$ cat src/rtl/gpio_wm_pkg.sv
package gpio_wm_pkg;
  // register index = addr[6:3]; addr[2] picks the pin half
  typedef enum logic [3:0] {
    RI_DOUT  = 4'd0,
    RI_DIR   = 4'd1,
    RI_IEN   = 4'd2,
    RI_IMASK = 4'd3,
    RI_ITYPE = 4'd4,
    RI_IPOL  = 4'd5,
    RI_IBOTH = 4'd6,
    RI_DEB   = 4'd7,
    RI_STAT  = 4'd10,
    RI_RAW   = 4'd11,
    RI_EOI   = 4'd12,
    RI_EXT   = 4'd14
  } reg_idx_e;

  localparam int unsigned N_WR_REGS = 8;  // indices 0..7 are writable
endpackage

$ cat src/rtl/gpio_wm_reg.sv
module gpio_wm_reg #(
  parameter int unsigned HALF_W = 16
) (
  input  logic                clk_i,
  input  logic                rst_ni,
  input  logic                wr_lo_i,
  input  logic                wr_hi_i,
  input  logic [2*HALF_W-1:0] wdata_i,
  output logic [2*HALF_W-1:0] q_o
);
  localparam int unsigned W = 2 * HALF_W;

  logic [HALF_W-1:0] wen, wval;
  assign wval = wdata_i[HALF_W-1:0];
  assign wen  = wdata_i[W-1:HALF_W];

  logic [1:0] wr_sel;
  assign wr_sel = {wr_hi_i, wr_lo_i};

  for (genvar h = 0; h < 2; h++) begin : g_half
    logic [HALF_W-1:0] q_q;
    always_ff @(posedge clk_i or negedge rst_ni) begin
      if (!rst_ni)        q_q <= '0;
      else if (wr_sel[h]) q_q <= (q_q & ~wen) | (wval & wen);
    end
    assign q_o[h*HALF_W +: HALF_W] = q_q;
  end

  // bits with a clear enable hold across a write
  a_r2_masked_bits_hold: assert property (@(posedge clk_i) disable iff (!rst_ni)
    wr_lo_i |=> (((q_o[HALF_W-1:0] ^ $past(q_o[HALF_W-1:0])) & ~$past(wen)) == '0));
  a_r2_masked_bits_hold_hi: assert property (@(posedge clk_i) disable iff (!rst_ni)
    wr_hi_i |=> (((q_o[W-1:HALF_W] ^ $past(q_o[W-1:HALF_W])) & ~$past(wen)) == '0));
  // a write to one half never disturbs the other
  a_r3_other_half_stable: assert property (@(posedge clk_i) disable iff (!rst_ni)
    (wr_lo_i && !wr_hi_i) |=> $stable(q_o[W-1:HALF_W]));
endmodule

$ cat src/rtl/gpio_in_sync.sv
module gpio_in_sync #(
  parameter int unsigned WIDTH  = 32,
  parameter int unsigned STAGES = 2
) (
  input  logic             clk_i,
  input  logic             rst_ni,
  input  logic [WIDTH-1:0] d_i,
  output logic [WIDTH-1:0] q_o
);
  logic [WIDTH-1:0] stg_q [STAGES];

  for (genvar s = 0; s < STAGES; s++) begin : g_stage
    always_ff @(posedge clk_i or negedge rst_ni) begin
      if (!rst_ni) stg_q[s] <= '0;
      else if (s == 0) stg_q[s] <= d_i;
      else stg_q[s] <= stg_q[(s == 0) ? 0 : s-1];
    end
  end
  assign q_o = stg_q[STAGES-1];

  logic seen_q;
  always_ff @(posedge clk_i or negedge rst_ni) begin
    if (!rst_ni) seen_q <= 1'b0;
    else         seen_q <= 1'b1;
  end

  // the first stage captures the pin value of the previous cycle
  a_r8_first_stage: assert property (@(posedge clk_i) disable iff (!rst_ni)
    seen_q |-> (stg_q[0] == $past(d_i)));
endmodule

$ cat src/rtl/gpio_wm_bank.sv
module gpio_wm_bank
  import gpio_wm_pkg::*;
#(
  parameter int unsigned HALF_W      = 16,
  parameter int unsigned ADDR_W      = 8,
  parameter int unsigned SYNC_STAGES = 2
) (
  input  logic                clk_i,
  input  logic                rst_ni,
  input  logic [ADDR_W-1:0]   addr_i,
  input  logic [2*HALF_W-1:0] wdata_i,
  input  logic                we_i,
  output logic [2*HALF_W-1:0] rdata_o,
  input  logic [2*HALF_W-1:0] pin_i,
  output logic [2*HALF_W-1:0] pin_o,
  output logic [2*HALF_W-1:0] pin_oe_o,
  input  logic [2*HALF_W-1:0] irq_status_i,
  input  logic [2*HALF_W-1:0] irq_raw_i,
  output logic [2*HALF_W-1:0] irq_en_o,
  output logic [2*HALF_W-1:0] irq_mask_o,
  output logic [2*HALF_W-1:0] irq_level_o,
  output logic [2*HALF_W-1:0] irq_pol_o,
  output logic [2*HALF_W-1:0] irq_both_o,
  output logic [2*HALF_W-1:0] debounce_o,
  output logic [2*HALF_W-1:0] eoi_o
);
  localparam int unsigned W = 2 * HALF_W;

  logic       mapped;
  logic [3:0] idx;
  logic       hi;

  assign idx = addr_i[6:3];
  assign hi  = addr_i[2];
  if (ADDR_W > 7) begin : g_hi_addr
    assign mapped = (addr_i[1:0] == 2'b00) && (addr_i[ADDR_W-1:7] == '0);
  end else begin : g_no_hi_addr
    assign mapped = (addr_i[1:0] == 2'b00);
  end

  logic wr_ok;
  assign wr_ok = we_i && mapped;

  logic [W-1:0] regs [N_WR_REGS];

  for (genvar g = 0; g < N_WR_REGS; g++) begin : g_reg
    logic sel;
    assign sel = wr_ok && (idx == 4'(g));
    gpio_wm_reg #(.HALF_W(HALF_W)) u_reg (
      .clk_i  (clk_i),
      .rst_ni (rst_ni),
      .wr_lo_i(sel && !hi),
      .wr_hi_i(sel && hi),
      .wdata_i(wdata_i),
      .q_o    (regs[g])
    );
  end

  assign pin_o       = regs[RI_DOUT];
  assign pin_oe_o    = regs[RI_DIR];
  assign irq_en_o    = regs[RI_IEN];
  assign irq_mask_o  = regs[RI_IMASK];
  assign irq_level_o = regs[RI_ITYPE];
  assign irq_pol_o   = regs[RI_IPOL];
  assign irq_both_o  = regs[RI_IBOTH];
  assign debounce_o  = regs[RI_DEB];

  logic [W-1:0] ext_sync;
  gpio_in_sync #(.WIDTH(W), .STAGES(SYNC_STAGES)) u_sync (
    .clk_i (clk_i),
    .rst_ni(rst_ni),
    .d_i   (pin_i),
    .q_o   (ext_sync)
  );

  // end-of-interrupt: registered single-cycle pulse of enabled ones
  logic [HALF_W-1:0] eoi_bits;
  logic              eoi_wr;
  assign eoi_bits = wdata_i[HALF_W-1:0] & wdata_i[W-1:HALF_W];
  assign eoi_wr   = wr_ok && (idx == RI_EOI);

  always_ff @(posedge clk_i or negedge rst_ni) begin
    if (!rst_ni)     eoi_o <= '0;
    else if (!eoi_wr) eoi_o <= '0;
    else if (hi)     eoi_o <= {eoi_bits, {HALF_W{1'b0}}};
    else             eoi_o <= {{HALF_W{1'b0}}, eoi_bits};
  end

  logic [W-1:0] rsel;
  always_comb begin
    rsel = '0;
    if (mapped) begin
      if (idx < 4'(N_WR_REGS)) rsel = regs[idx[2:0]];
      else begin
        case (idx)
          RI_STAT: rsel = irq_status_i;
          RI_RAW:  rsel = irq_raw_i;
          RI_EXT:  rsel = ext_sync;
          default: rsel = '0;
        endcase
      end
    end
  end

  assign rdata_o = {{HALF_W{1'b0}}, (hi ? rsel[W-1:HALF_W] : rsel[HALF_W-1:0])};

  // writes to read-only offsets leave every output alone
  a_r7_ro_write_ignored: assert property (@(posedge clk_i) disable iff (!rst_ni)
    (we_i && mapped && (idx == RI_STAT || idx == RI_RAW || idx == RI_EXT))
    |=> ($stable(pin_o) && $stable(pin_oe_o) && $stable(irq_en_o) && $stable(debounce_o)));
  // unmapped writes leave every output alone
  a_r10_unmapped_ignored: assert property (@(posedge clk_i) disable iff (!rst_ni)
    (we_i && !mapped) |=> ($stable(pin_o) && $stable(pin_oe_o) && $stable(irq_mask_o)
                           && (eoi_o == '0)));
  // the clear pulse lasts one cycle
  a_r9_eoi_one_cycle: assert property (@(posedge clk_i) disable iff (!rst_ni)
    ((eoi_o != '0) && !we_i) |=> (eoi_o == '0));
  // the pin drivers only move after a write
  a_r5_pins_need_write: assert property (@(posedge clk_i) disable iff (!rst_ni)
    !we_i |=> ($stable(pin_o) && $stable(pin_oe_o)));
endmodule

$ cat config.mk
export PLATFORM = sky130hd
export DESIGN_NAME = gpio_wm_bank
export DESIGN_NICKNAME = d
export VERILOG_FILES = /design/src/rtl/gpio_wm_pkg.sv /design/src/rtl/gpio_wm_reg.sv /design/src/rtl/gpio_in_sync.sv /design/src/rtl/gpio_wm_bank.sv
export SDC_FILE = /design/constraint.sdc
export NUM_CORES = 1
export LEC_CHECK = 0
export BUFFER_PORTS_ARGS = -buffer_cell sky130_fd_sc_hd__buf_2
export CAP_MARGIN = 20
export CORE_MARGIN = 1
export CORE_UTILIZATION = 45
export DETAILED_ROUTE_END_ITERATION = 8
export PLACE_DENSITY = 0.7
export SLEW_MARGIN = 25
export SYNTH_ARGS = -nofsm -noshare
export SYNTH_HDL_FRONTEND = slang
export SYNTH_HIERARCHICAL = 1
export SYNTH_SLANG_ARGS = --single-unit
$ cat constraint.sdc
create_clock -name clk_i -period 4.2 [get_ports clk_i]
set_input_delay 1.26 -clock clk_i [delete_from_list [all_inputs] [get_ports clk_i]]
set_output_delay 1.26 -clock clk_i [all_outputs]
set_load 0.02 [all_outputs]
==> out/metrics.cfg <==
[placed_design]
hpwl_um = 46170
io_buffer_count = 442
gp_congestion = 0.9138

[setup_path]
cp_max_fo = 12
r2r_setup_slack_ps = 3320
timing.critical_path.buf_inv = 4
crit_required_ps = 2940
crit_family = simple AND/OR/NAND/NOR gates
crit_chain = buf_4, and3b_2, buf_12, a22oi_1, nand2_1, or3_4, a21oi_2, buf_4, buf_4
end_kind = output port
cpPeakStageDelay_ps = 350
critical_path_class = in -> out
cp.arrival_ps = 2900
critical-path-slowest-cell = or3_4
r2r.worst_path.cells = 1
start_kind = primary input
crit_top_cell = buf_4
critical_path_depth = 9

[job]
cap_violations = 0

[floorplan]
die_width_um = 201.0
io_pins = 459
fp.dieH_um = 201.0
initial_core_util_pct = 45.88
rows = 72
dieArea_um2 = 40380
core_area_um2 = 38830

[grt]
grt_pass1_wl_um = 93190
gr-usage-all-layers_pct = 31.06
antenna_found_initial = 8
grt_max_degree = 89
grt_pass1_vias = 14360
overflow = 0

[yosys]
synth_area_per_cell_um2 = 11.90
yosys_warnings = 6
synth_ff_type = dfrtp_1
synth_edf_count = 0
synth.distinct_cells = 54
synthArstFlopShare_pct = 100.0
synth_area_um2 = 17810
ys_ff_latch = 352
ys_seq_area_share_pct = 49.45
syn_inst = 1497

[timing]
drv_slew = 0
finClkSkew_ps = 6.507
finalHoldViolCount = 0
worst-slew-pin-transition_ps = 1015
rsz0062_at_grt = false
post-route-period-util_pct = 99.02
relSlewSlack_pct = 32.30
fin_crit_ps = 4159
fmaxAchievable_mhz = 240.4
setup_violations = 0

[clock_network]
clock_latency_ps = 550
clockBufferDepth = 3
clk_pin_slew_worst_paths_ps = 60
hold_buffers = 0
clock_sinks = 352
cts_root_buf = clkbuf_16
cts_buffers = 40
h-tree-depth = 2
cts_tree = yes

[power]
p_per_area_nw_per_um2 = 363.7
ir_worst_vdd_v = 0.0003047
p_leak_uw = 0.01170
finalPower_uw = 8058

[cells_and_area]
layout_common_cells = buf_2, dfrtp_1, nand2_1
final_common_cell = buf_2
seq_area_um2 = 8808
areaGrowthSynthToFinish_pct = 24.39
layout-drive-gt1-share_pct = 42.84
layout.nets = 2108
fillers = 3340
final_util_pct = 57.07
multi_input_area_um2 = 8039

[routing]
drc_errors = 0
num_vias = 14040
drtIter0Drc = 853
wirelength_um = 63360
drtAntennaViolNets = 0
wl_per_cell_um = 25.16
drtPass1Iterations = 5
avgViaCountPerCell = 5.576

[worst_hold_path]
hold_start = u_sync/stg_q[35]$_DFF_PN0_
hold_depth = 0
hold_class = reg -> reg
hold_end = u_sync/q_o[3]$_DFF_PN0_

[run_status]
status = finished, final reports clean

[cell type report]
type                       count  share of cell area [%]
antenna                        4                 0.04517
clock buffer                  60                   5.359
clock inverter                 9                  0.6550
inverter                       7                  0.1186
multi-input combinational   1017                   36.28
sequential                   352                   39.75
tap                          518                   2.925
timing repair buffer         551                   14.86
[where the power goes]
group	internal, uW	total [uW]	switching [uW]
logic	326	886	560
clock network	2190	3610	1420
registers	3490	3570	75.2
total	6000	8060	2050
[timing repair]
action,in CTS,in global routing
hold endpoints to repair,0,0
setup buffers,0,0
pin swaps,0,2
gates resized for setup,7,17
cloned,0,0
endpoints found under the setup margin,8,9
[routing by layer]
layer	track usage [%]	up-vias	wire length, um
li1	-	6120	-
met1	41.11	7151	26400
met2	50.41	638	30180
met3	7.094	125	4725
met4	10.09	6	2010
met5	0	-	37
[worst max-delay path by stage]
stage                   start         end  slack [ps]
detailed placement  addr_i[0]  rdata_o[5]        -180
CTS                 addr_i[3]  rdata_o[5]           3
global route        addr_i[4]  rdata_o[7]           3
finish              addr_i[5]  rdata_o[2]          40
floorplan           addr_i[1]  rdata_o[0]         160
global placement    addr_i[0]  rdata_o[5]        -150
[kinds of logic after synthesis]
| kind of cell | after synthesis | synth area share (%) |
|---|---|---|
| other | 1 | 0.02105 |
| buffers and inverters | 143 | 6.687 |
| AND/OR/NAND/NOR | 449 | 10.89 |
| AO/OA/AOI/OAI | 149 | 5.563 |
| flip-flops | 352 | 49.45 |
| multiplexers | 403 | 27.39 |
[metrics by stage]
stage | cell area (um2) | hold WS [ps] | TNS (ps) | instances | worst slack, ps
6_report | 22160 | 341.6 | 0 | 2518 | 41.06
5_1_grt | 22150 | 347.8 | 0 | 2516 | 2.911
4_1_cts | 22070 | 344.8 | 0 | 2514 | 2.743
3_5_place_dp | 20710 | 334.7 | -533.2 | 2445 | -177.2
3_3_place_gp | 20710 | 332.3 | -592.9 | 2445 | -148.1
2_1_floorplan | 17870 | 331.2 | 0 | 1512 | 164.0
[synth_stat cells (18+ instances only)]
master / n / area [um2]
nor2_1: 52 / 195.2
mux2_1: 80 / 900.9
mux2i_1: 129 / 1291
a21oi_1: 28 / 140.1
mux2_2: 96 / 1081
a22oi_1: 36 / 270.3
dfrtp_1: 352 / 8808
buf_2: 23 / 115.1
mux2_4: 80 / 1201
nand2_1: 323 / 1212
buf_4: 59 / 442.9
o21ai_0: 28 / 140.1
mux4_2: 18 / 405.4
Note: power is estimated with default switching activity, not from simulation.
